## config.mk

```make
export PLATFORM = sky130hd
export DESIGN_NAME = phase_lock_monitor
export DESIGN_NICKNAME = d
export VERILOG_FILES = /design/src/rtl/lock_detect_pkg.sv /design/src/rtl/lock_datapath.sv /design/src/rtl/lock_control.sv /design/src/rtl/phase_lock_monitor.sv
export SDC_FILE = /design/constraint.sdc
export NUM_CORES = 1
export LEC_CHECK = 0
export BUFFER_PORTS_ARGS = -buffer_cell sky130_fd_sc_hd__buf_2
export CAP_MARGIN = 20
export CELL_PAD_IN_SITES_DETAIL_PLACEMENT = 0
export CELL_PAD_IN_SITES_GLOBAL_PLACEMENT = 1
export CORE_MARGIN = 2
export CORE_UTILIZATION = 43
export DETAILED_ROUTE_END_ITERATION = 8
export GPL_ROUTABILITY_DRIVEN = 0
export PLACE_DENSITY_LB_ADDON = 0.1
export SLEW_MARGIN = 20
export SYNTH_ARGS = -nofsm -noshare
export SYNTH_HDL_FRONTEND = slang
export SYNTH_SLANG_ARGS = --single-unit
```

## constraint.sdc

```tcl
create_clock -name clk -period 2.5 [get_ports clk]
set_clock_uncertainty 0.2 [all_clocks]
set_input_delay 0.5 -clock clk [delete_from_list [all_inputs] [get_ports clk]]
set_output_delay 0.5 -clock clk [all_outputs]
set_load 0.05 [all_outputs]
```

## src/rtl/lock_detect_pkg.sv

```systemverilog
package lock_detect_pkg;

  typedef enum logic [1:0] {
    ST_IDLE     = 2'd0,
    ST_REF_WAIT = 2'd1,
    ST_FB_WAIT  = 2'd2
  } pairState_t;

  typedef struct packed {
    logic loadTick;
    logic capture;
    logic lagDir;
    logic zeroErr;
  } dpCtrl_t;

endpackage

```

## src/rtl/lock_datapath.sv

```systemverilog
module lock_datapath
  import lock_detect_pkg::*;
#(
  parameter int WINDOW    = 2,
  parameter int MAX_TICKS = 15
) (
  input  logic clk,
  input  logic rstN,
  input  logic refIn,
  input  logic fbIn,
  input  dpCtrl_t ctrl,
  output logic refRise,
  output logic fbRise,
  output logic inWindow,
  output logic signed [$clog2(MAX_TICKS+1):0] phaseErr,
  output logic fbLags,
  output logic errValid
);
  localparam int TICK_W = $clog2(MAX_TICKS + 1);
  localparam int ERR_W  = TICK_W + 1;
  localparam logic [TICK_W-1:0] TICK_MAX = TICK_W'(MAX_TICKS);
  localparam logic [TICK_W-1:0] WIN_T    = TICK_W'(WINDOW);

  logic refPrev, fbPrev;
  logic [TICK_W-1:0] tickCnt;
  logic [TICK_W-1:0] magNow;
  logic [ERR_W-1:0]  magExt;

  assign refRise = refIn & ~refPrev;
  assign fbRise  = fbIn & ~fbPrev;

  assign magNow   = ctrl.zeroErr ? '0 : tickCnt;
  assign magExt   = {1'b0, magNow};
  assign inWindow = (magNow <= WIN_T);

  always_ff @(posedge clk) begin
    if (!rstN) begin
      refPrev <= 1'b0;
      fbPrev  <= 1'b0;
      tickCnt <= '0;
    end else begin
      refPrev <= refIn;
      fbPrev  <= fbIn;
      if (ctrl.loadTick) begin
        tickCnt <= TICK_W'(1);
      end else if (tickCnt != TICK_MAX) begin
        tickCnt <= tickCnt + 1'b1;
      end
    end
  end

  always_ff @(posedge clk) begin
    if (!rstN) begin
      phaseErr <= '0;
      fbLags   <= 1'b0;
      errValid <= 1'b0;
    end else begin
      errValid <= ctrl.capture;
      if (ctrl.capture) begin
        phaseErr <= ctrl.lagDir ? magExt : (ERR_W'(0) - magExt);
        fbLags   <= ctrl.lagDir & (magNow != '0);
      end
    end
  end

endmodule

```

## src/rtl/lock_control.sv

```systemverilog
module lock_control
  import lock_detect_pkg::*;
#(
  parameter int LOCK_CYCLES = 4
) (
  input  logic clk,
  input  logic rstN,
  input  logic refRise,
  input  logic fbRise,
  input  logic inWindow,
  output dpCtrl_t ctrl,
  output logic evalGood,
  output logic evalBad,
  output logic [$clog2(LOCK_CYCLES+1)-1:0] consecCnt,
  output logic lockOut
);
  localparam int CNT_W = $clog2(LOCK_CYCLES + 1);
  localparam logic [CNT_W-1:0] CNT_FULL = CNT_W'(LOCK_CYCLES);
  localparam logic [CNT_W-1:0] CNT_LAST = CNT_W'(LOCK_CYCLES - 1);

  pairState_t state, stateNext;
  logic missedFb;

  always_comb begin
    stateNext = state;
    ctrl      = '0;
    missedFb  = 1'b0;
    unique case (state)
      ST_IDLE: begin
        if (refRise && fbRise) begin
          ctrl.capture = 1'b1;
          ctrl.zeroErr = 1'b1;
        end else if (refRise) begin
          ctrl.loadTick = 1'b1;
          stateNext     = ST_REF_WAIT;
        end else if (fbRise) begin
          ctrl.loadTick = 1'b1;
          stateNext     = ST_FB_WAIT;
        end
      end
      ST_REF_WAIT: begin
        if (refRise) begin
          missedFb = 1'b1;
          if (fbRise) begin
            stateNext = ST_IDLE;
          end else begin
            ctrl.loadTick = 1'b1;
          end
        end else if (fbRise) begin
          ctrl.capture = 1'b1;
          ctrl.lagDir  = 1'b1;
          stateNext    = ST_IDLE;
        end
      end
      ST_FB_WAIT: begin
        if (refRise) begin
          ctrl.capture = 1'b1;
          ctrl.zeroErr = fbRise;
          stateNext    = ST_IDLE;
        end else if (fbRise) begin
          ctrl.loadTick = 1'b1;
        end
      end
      default: stateNext = ST_IDLE;
    endcase
  end

  assign evalGood = ctrl.capture & inWindow;
  assign evalBad  = (ctrl.capture & ~inWindow) | missedFb;

  always_ff @(posedge clk) begin
    if (!rstN) begin
      state     <= ST_IDLE;
      consecCnt <= '0;
      lockOut   <= 1'b0;
    end else begin
      state <= stateNext;
      if (evalBad) begin
        consecCnt <= '0;
        lockOut   <= 1'b0;
      end else if (evalGood) begin
        if (consecCnt != CNT_FULL) consecCnt <= consecCnt + 1'b1;
        if (consecCnt >= CNT_LAST) lockOut <= 1'b1;
      end
    end
  end

endmodule

```

## src/rtl/phase_lock_monitor.sv

```systemverilog
module phase_lock_monitor
  import lock_detect_pkg::*;
#(
  parameter int LOCK_CYCLES = 4,
  parameter int WINDOW      = 2,
  parameter int MAX_TICKS   = 15
) (
  input  logic clk,
  input  logic rstN,
  input  logic refIn,
  input  logic fbIn,
  output logic lockOut,
  output logic signed [$clog2(MAX_TICKS+1):0] phaseErr,
  output logic fbLags,
  output logic errValid
);
  localparam int CNT_W = $clog2(LOCK_CYCLES + 1);

  dpCtrl_t dpCtrl;
  logic refRise, fbRise, inWindow;
  logic evalGood, evalBad;
  logic [CNT_W-1:0] consecCnt;

  lock_datapath #(
    .WINDOW   (WINDOW),
    .MAX_TICKS(MAX_TICKS)
  ) u_dp (
    .clk     (clk),
    .rstN    (rstN),
    .refIn   (refIn),
    .fbIn    (fbIn),
    .ctrl    (dpCtrl),
    .refRise (refRise),
    .fbRise  (fbRise),
    .inWindow(inWindow),
    .phaseErr(phaseErr),
    .fbLags  (fbLags),
    .errValid(errValid)
  );

  lock_control #(
    .LOCK_CYCLES(LOCK_CYCLES)
  ) u_ctl (
    .clk      (clk),
    .rstN     (rstN),
    .refRise  (refRise),
    .fbRise   (fbRise),
    .inWindow (inWindow),
    .ctrl     (dpCtrl),
    .evalGood (evalGood),
    .evalBad  (evalBad),
    .consecCnt(consecCnt),
    .lockOut  (lockOut)
  );

endmodule

```

---- Word level (Yosys, flattened, before mapping) ----
Cells that the tools add are included.
storage, ports and cells
  bits in registers ....................... 19
  logic and storage cells ................. 67
operators by class
  add/sub/neg operators ................... 3
  order comparisons ....................... 2
  equality and inequality tests ........... 8
  mux-type cells .......................... 25
  bitwise logic cells ..................... 10
  reductions and logical operators ........ 9
operator list
  operator               count
  $mux W2                7
  $mux W1                13
  $pmux W2 S3            2
  $and A1 B1 Y1          5
  $mux W5                1
  $sub A1 B4 Y5 const A  1
  $add A4 B1 Y4 const B  1
  $le A4 B2 Y1 const B   1
  $mux W4                1
  $ne A2 B1 Y1 const B   2
  $ne A4 B4 Y1 const B   1
  $not A1 Y1             4
  $reduce_and A2 Y1      2
  $reduce_and A4 Y1      1
  $reduce_bool A4 Y1     1
  $reduce_or A2 Y1       2
  $add A3 B1 Y3 const B  1
  $ge A3 B2 Y1 const B   1
  $ne A3 B1 Y1 const B   1
  $ne A3 B3 Y1 const B   1
  $eq A2 B1 Y1 const B   1
  $eq A2 B2 Y1 const B   1
  $logic_not A2 Y1       1
  $ne A2 B2 Y1 const B   1
  4 further kinds        4

---- Longest topological paths before layout ----
  depth after elaboration ................. 11
  depth in mapped cells ................... 11

---- Hierarchy ----
Synthesis repeated with hierarchy kept, for this count alone.
unflattened totals
  cell total of the unflattened synthesis .. 124
  area total of the unflattened synthesis .. 1,098.6 µm²
modules (own cells, without submodules)
  module         times used  cells an instance  area each (µm²)  sequential area each (µm²)
  lock_datapath  1           66                 609.3            260.2
  lock_control   1           58                 489.2            120.1

---- Worst setup path after synthesis ----
OpenSTA, ideal clock, no wires.
  path kind ............................... in2reg
  from .................................... in refIn
  to ...................................... reg u_dp.phaseErr[2]
  setup time .............................. 0.070 ns
  arrival ................................. 2.013 ns
  required time ........................... 2.230 ns
  path slack .............................. 0.217 ns
  stages .................................. 10
  path buffers ............................ 0
  path through ............................ nand2b_1 > inv_1 > ha_1 > nand2b_2 > nand2_1 > ha_1 > nor2b_4 > mux2_4 > a221oi_2 > o2bb2ai_1
between the ends
  cells in the longest elaborated chain, start to end .. 7
  elaborated cells between the ends (all ways) .. 12
  classes of those cells .................. add/sub (1); mux (9); bitwise (1); reduce/logical (1)
RTL lines
  element                 RTL line                  source
  start: declaration      phase_lock_monitor.sv:10  input logic refIn,
  $and A1 B1 Y1 *         lock_datapath.sv:29       assign refRise = refIn & ~refPrev;
  $logic_and A1 B1 Y1     lock_control.sv:30        if (refRise && fbRise) begin
  $mux W1                 lock_control.sv:30
  $pmux W1 S2             lock_control.sv:28        unique case (state)
  $mux W4                 lock_datapath.sv:32       assign magNow = ctrl.zeroErr ? '0 : tickCnt;
  $sub A1 B4 Y5           lock_datapath.sv:60       phaseErr <= ctrl.lagDir ? magExt : (ERR_W'(0) - magExt);
  $mux W5                 lock_datapath.sv:60
  end signal: assignment  lock_datapath.sv:60
  end: declaration        lock_datapath.sv:15       output logic signed [$clog2(MAX_TICKS+1):0] phaseErr,
Mark *: on every way between the ends. The rest lies on a longest branch, timed or not.
A chain may end at the register's enable or synchronous reset.

---- Final worst setup path ----
  from .................................... reg u_dp.fbPrev
  to ...................................... reg u_dp.phaseErr[2]
between the ends
  cells in the longest elaborated chain, start to end .. 8
  elaborated cells between the ends (all ways) .. 13
  classes of those cells .................. add/sub (1); mux (9); bitwise (2); reduce/logical (1)
RTL lines
  element                   RTL line             source
  start: declaration        lock_datapath.sv:24  logic refPrev, fbPrev;
  start signal: assignment  lock_datapath.sv:43  fbPrev <= fbIn;
  $not A1 Y1 *              lock_datapath.sv:30  assign fbRise = fbIn & ~fbPrev;
  $and A1 B1 Y1 *           lock_datapath.sv:30
  $logic_and A1 B1 Y1       lock_control.sv:30
  $mux W1                   lock_control.sv:30
  $pmux W1 S2               lock_control.sv:28
  $mux W4                   lock_datapath.sv:32
  $sub A1 B4 Y5             lock_datapath.sv:60
  $mux W5                   lock_datapath.sv:60
Marks and branches as above.

==> flow_summary.yaml <==
worst_hold_path:
  hp-class: "in -> reg"
drt:
  drt-total-wl_mm: 2.183
  detail_route.wl_per_cell_um: 12.69
  drtIter0Drc: 21
  final_antenna_net_count: 0
  drc_violations: 0
  drt_first_pass_iters: 4
  via_count: 911
  vias_per_cell: 5.297
clocking:
  post_cts_buffers: 0
  numCtsBuffers: 3
  cts_tree: "built"
  tritoncts_num_sinks: 19
  clkLatencyLatePin_ns: 0.29
  clkSlewWorstSetupHoldPaths_ns: 0.10
  postCtsHoldBufs: 0
  ctsRootBufferMaster: "clkbuf_4"
  post_cts.resized_instances: 0
  clock_path_buffers: 2
  cts_max_level: 1
floorplanning:
  initial_core_util_pct: 45.76
  io-pin-count: 12
  core_region_area_um2: 2477
  floorplan.die_area_um2: 3063
  dieWidth_um: 55.35
  chipHeight_um: 55.35
  num_rows: 18
power:
  ir_drop_mv: 0.3094
  static-leakage-power_nw: 0.5514
  cell_pwr_density_nw_per_um2: 529.9
  total_power_uw: 667.0
yosys:
  synth_top_area_share_pct: 33.55
  synth_top_cells_by_area: "dfxtp_1 (34%), ha_1 (9.9%), nand2_1 (4.0%)"
  synth_enable_flop_cells: 0
  yosysSeqAreaShare_pct: 33.55
  ys_warn_count: 0
  netlist_instances: 126
  post_synth_most_frequent_cells: "dfxtp_1 (19), nand2_1 (12), nor2_1 (11)"
  synth_seq_cells: 19
  ys_async_sr_fraction_pct: 0
  postSynthAreaPerCell_um2: 8.997
  postSynthNetCount: 139
  synthDominantAreaCellType: "dfxtp_1"
  yosys_most_used_dff: "dfxtp_1"
  yosys.cell_count.top_type: "dfxtp_1"
  synth_cell_type_count: 46
  post_syn_area_um2: 1134
critical_path:
  end_kind: "flop"
  cp.required_ns: 2.53
  worstSetupPathType: "reg -> reg"
  cpLargestDelayFamily: "adder cells"
  timing.critical_path.fanout_max: 4
  crit_arrival_ns: 2.27
  cp_slowest_stage_delay_ns: 0.31
  path_common_cell: "ha_1"
  timing.critical_path.slowest_stage_cell: "dfxtp_1"
  critical_path_buf_inv_count: 1
  critical_path.cell_chain: "nand2b_1 -> inv_1 -> ha_1 -> nand2b_2 -> nand2_1 -> ha_1 -> nor2b_4 -> mux2_4 -> a221oi_2 -> o2bb2ai_1"
  critical_path.startpoint_type: "flop"
grt:
  all_layer_gr_usage_pct: 15.92
  gr-total-overflow: 0
  grt_pass1_wl_mm: 3.960
  number_of_antenna_violations_at_the_first_check_in_global_routing: 0
  first_global_vias: 887
  grt_max_degree: 16
timing:
  worst_slew_pin_slew_ns: 0.3588
  final.period_utilization_pct: 89.47
  final_worst_path_period_need_ns: 2.237
  finalSetupViolCount: 0
  setup_tns_ns: 0
  slew_violations: 0
  grt_setup_unrepaired: "no"
  maxSlewHeadroom_pct: 75.40
  final_hold_viol_count: 0
  maxClockFrequency_ghz: 0.4471
flow_run:
  count_of_maximum_capacitance_violations: 0
placed_design:
  portBuffers: 11
  dp.final_hpwl_mm: 1.644
cells_and_area:
  flow.area_growth_from_synthesis_pct: 11.04
  net_count_reported_at_finish: 156
  insertedDiodeCount: 0
  layout-drive-gt1-share_pct: 21.13
run_status:
  outcome: "finished clean"
==> area by class of cell <==
cell class | count | area, um2
Sequential cell | 19 | 380.4
Timing Repair Buffer | 16 | 92.59
Multi-Input combinational cell | 95 | 691.9
Tap cell | 30 | 37.54
Inverter | 8 | 30.03
Fill cell | 267 | 1219
Clock buffer | 4 | 26.28
==> layer usage <==
layer	wire length, um	vias to the layer above	track usage [%]
met5	0	-	0
met4	39	0	7.317
met3	38	4	2.108
met2	1001	8	25.17
met1	1104	421	21.45
li1	-	478	-
==> power by group <==
group          switching [mW]  internal, mW
registers              0.0145         0.320
clock network          0.0920        0.0621
logic                   0.108        0.0699
total                   0.215         0.452
==> per-stage QoR <==
step / std cells / hold WS [ns] / cell area (um2) / worst slack, ns / util [%]
after global routing: 172 / 0.2298 / 1259 / 0.09874 / 50.81
after floorplan: 126 / 0.2630 / 1134 / 0.2168 / -
final: 172 / 0.2220 / 1259 / 0.2633 / 50.81
after CTS: 172 / 0.2088 / 1259 / 0.2699 / 50.81
after detailed placement: 168 / 0.2520 / 1232 / 0.03420 / 49.75
after global placement: 168 / 0.2478 / 1232 / 0.1153 / 49.75
==> layout by cell type, fill, tap and decap left out, types with 4 or more instances in the layout <==
cell type	netlist	layout
buf_4	2	5
dfxtp_1	19	19
nand2_1	12	12
a21oi_1	4	4
inv_1	7	7
ha_1	9	9
nand3_1	6	6
nor2_1	11	11
o21ai_0	4	4
buf_2	1	11
==> state kept, by name, summed over array words and instances, names as in the netlist <==
register         flops
u_dp.phaseErr        5
u_dp.tickCnt         4
u_ctl.consecCnt      3
u_ctl.state          2
u_ctl.lockOut        1
u_dp.errValid        1
u_dp.fbLags          1
u_dp.fbPrev          1
u_dp.refPrev         1
==> worst paths after layout <==
| kind | slack (ns) | cells past startpoint | endpoint | from |
|---|---|---|---|---|
| max | 0.26 | 10 | u_dp.phaseErr[2] | u_dp.fbPrev |
| min | 0.22 | 2 | u_dp.fbPrev | fbIn |
| max reg2reg | 0.26 | 10 | u_dp.phaseErr[2] | u_dp.fbPrev |
| min reg2reg | 0.27 | 2 | u_dp.phaseErr[3] | u_dp.phaseErr[3] |
==> kinds of logic after synthesis <==
family / count (synthesis) / synth area share, %
AND/OR/NAND/NOR: 48 / 23.73
adder cells (fa/ha/maj): 9 / 9.934
multiplexers: 4 / 3.973
XOR/XNOR: 2 / 1.546
AO/OA/AOI/OAI: 32 / 21.86
buffers and inverters: 12 / 5.408
flip-flops: 19 / 33.55
(Power assumes the default switching activity.)
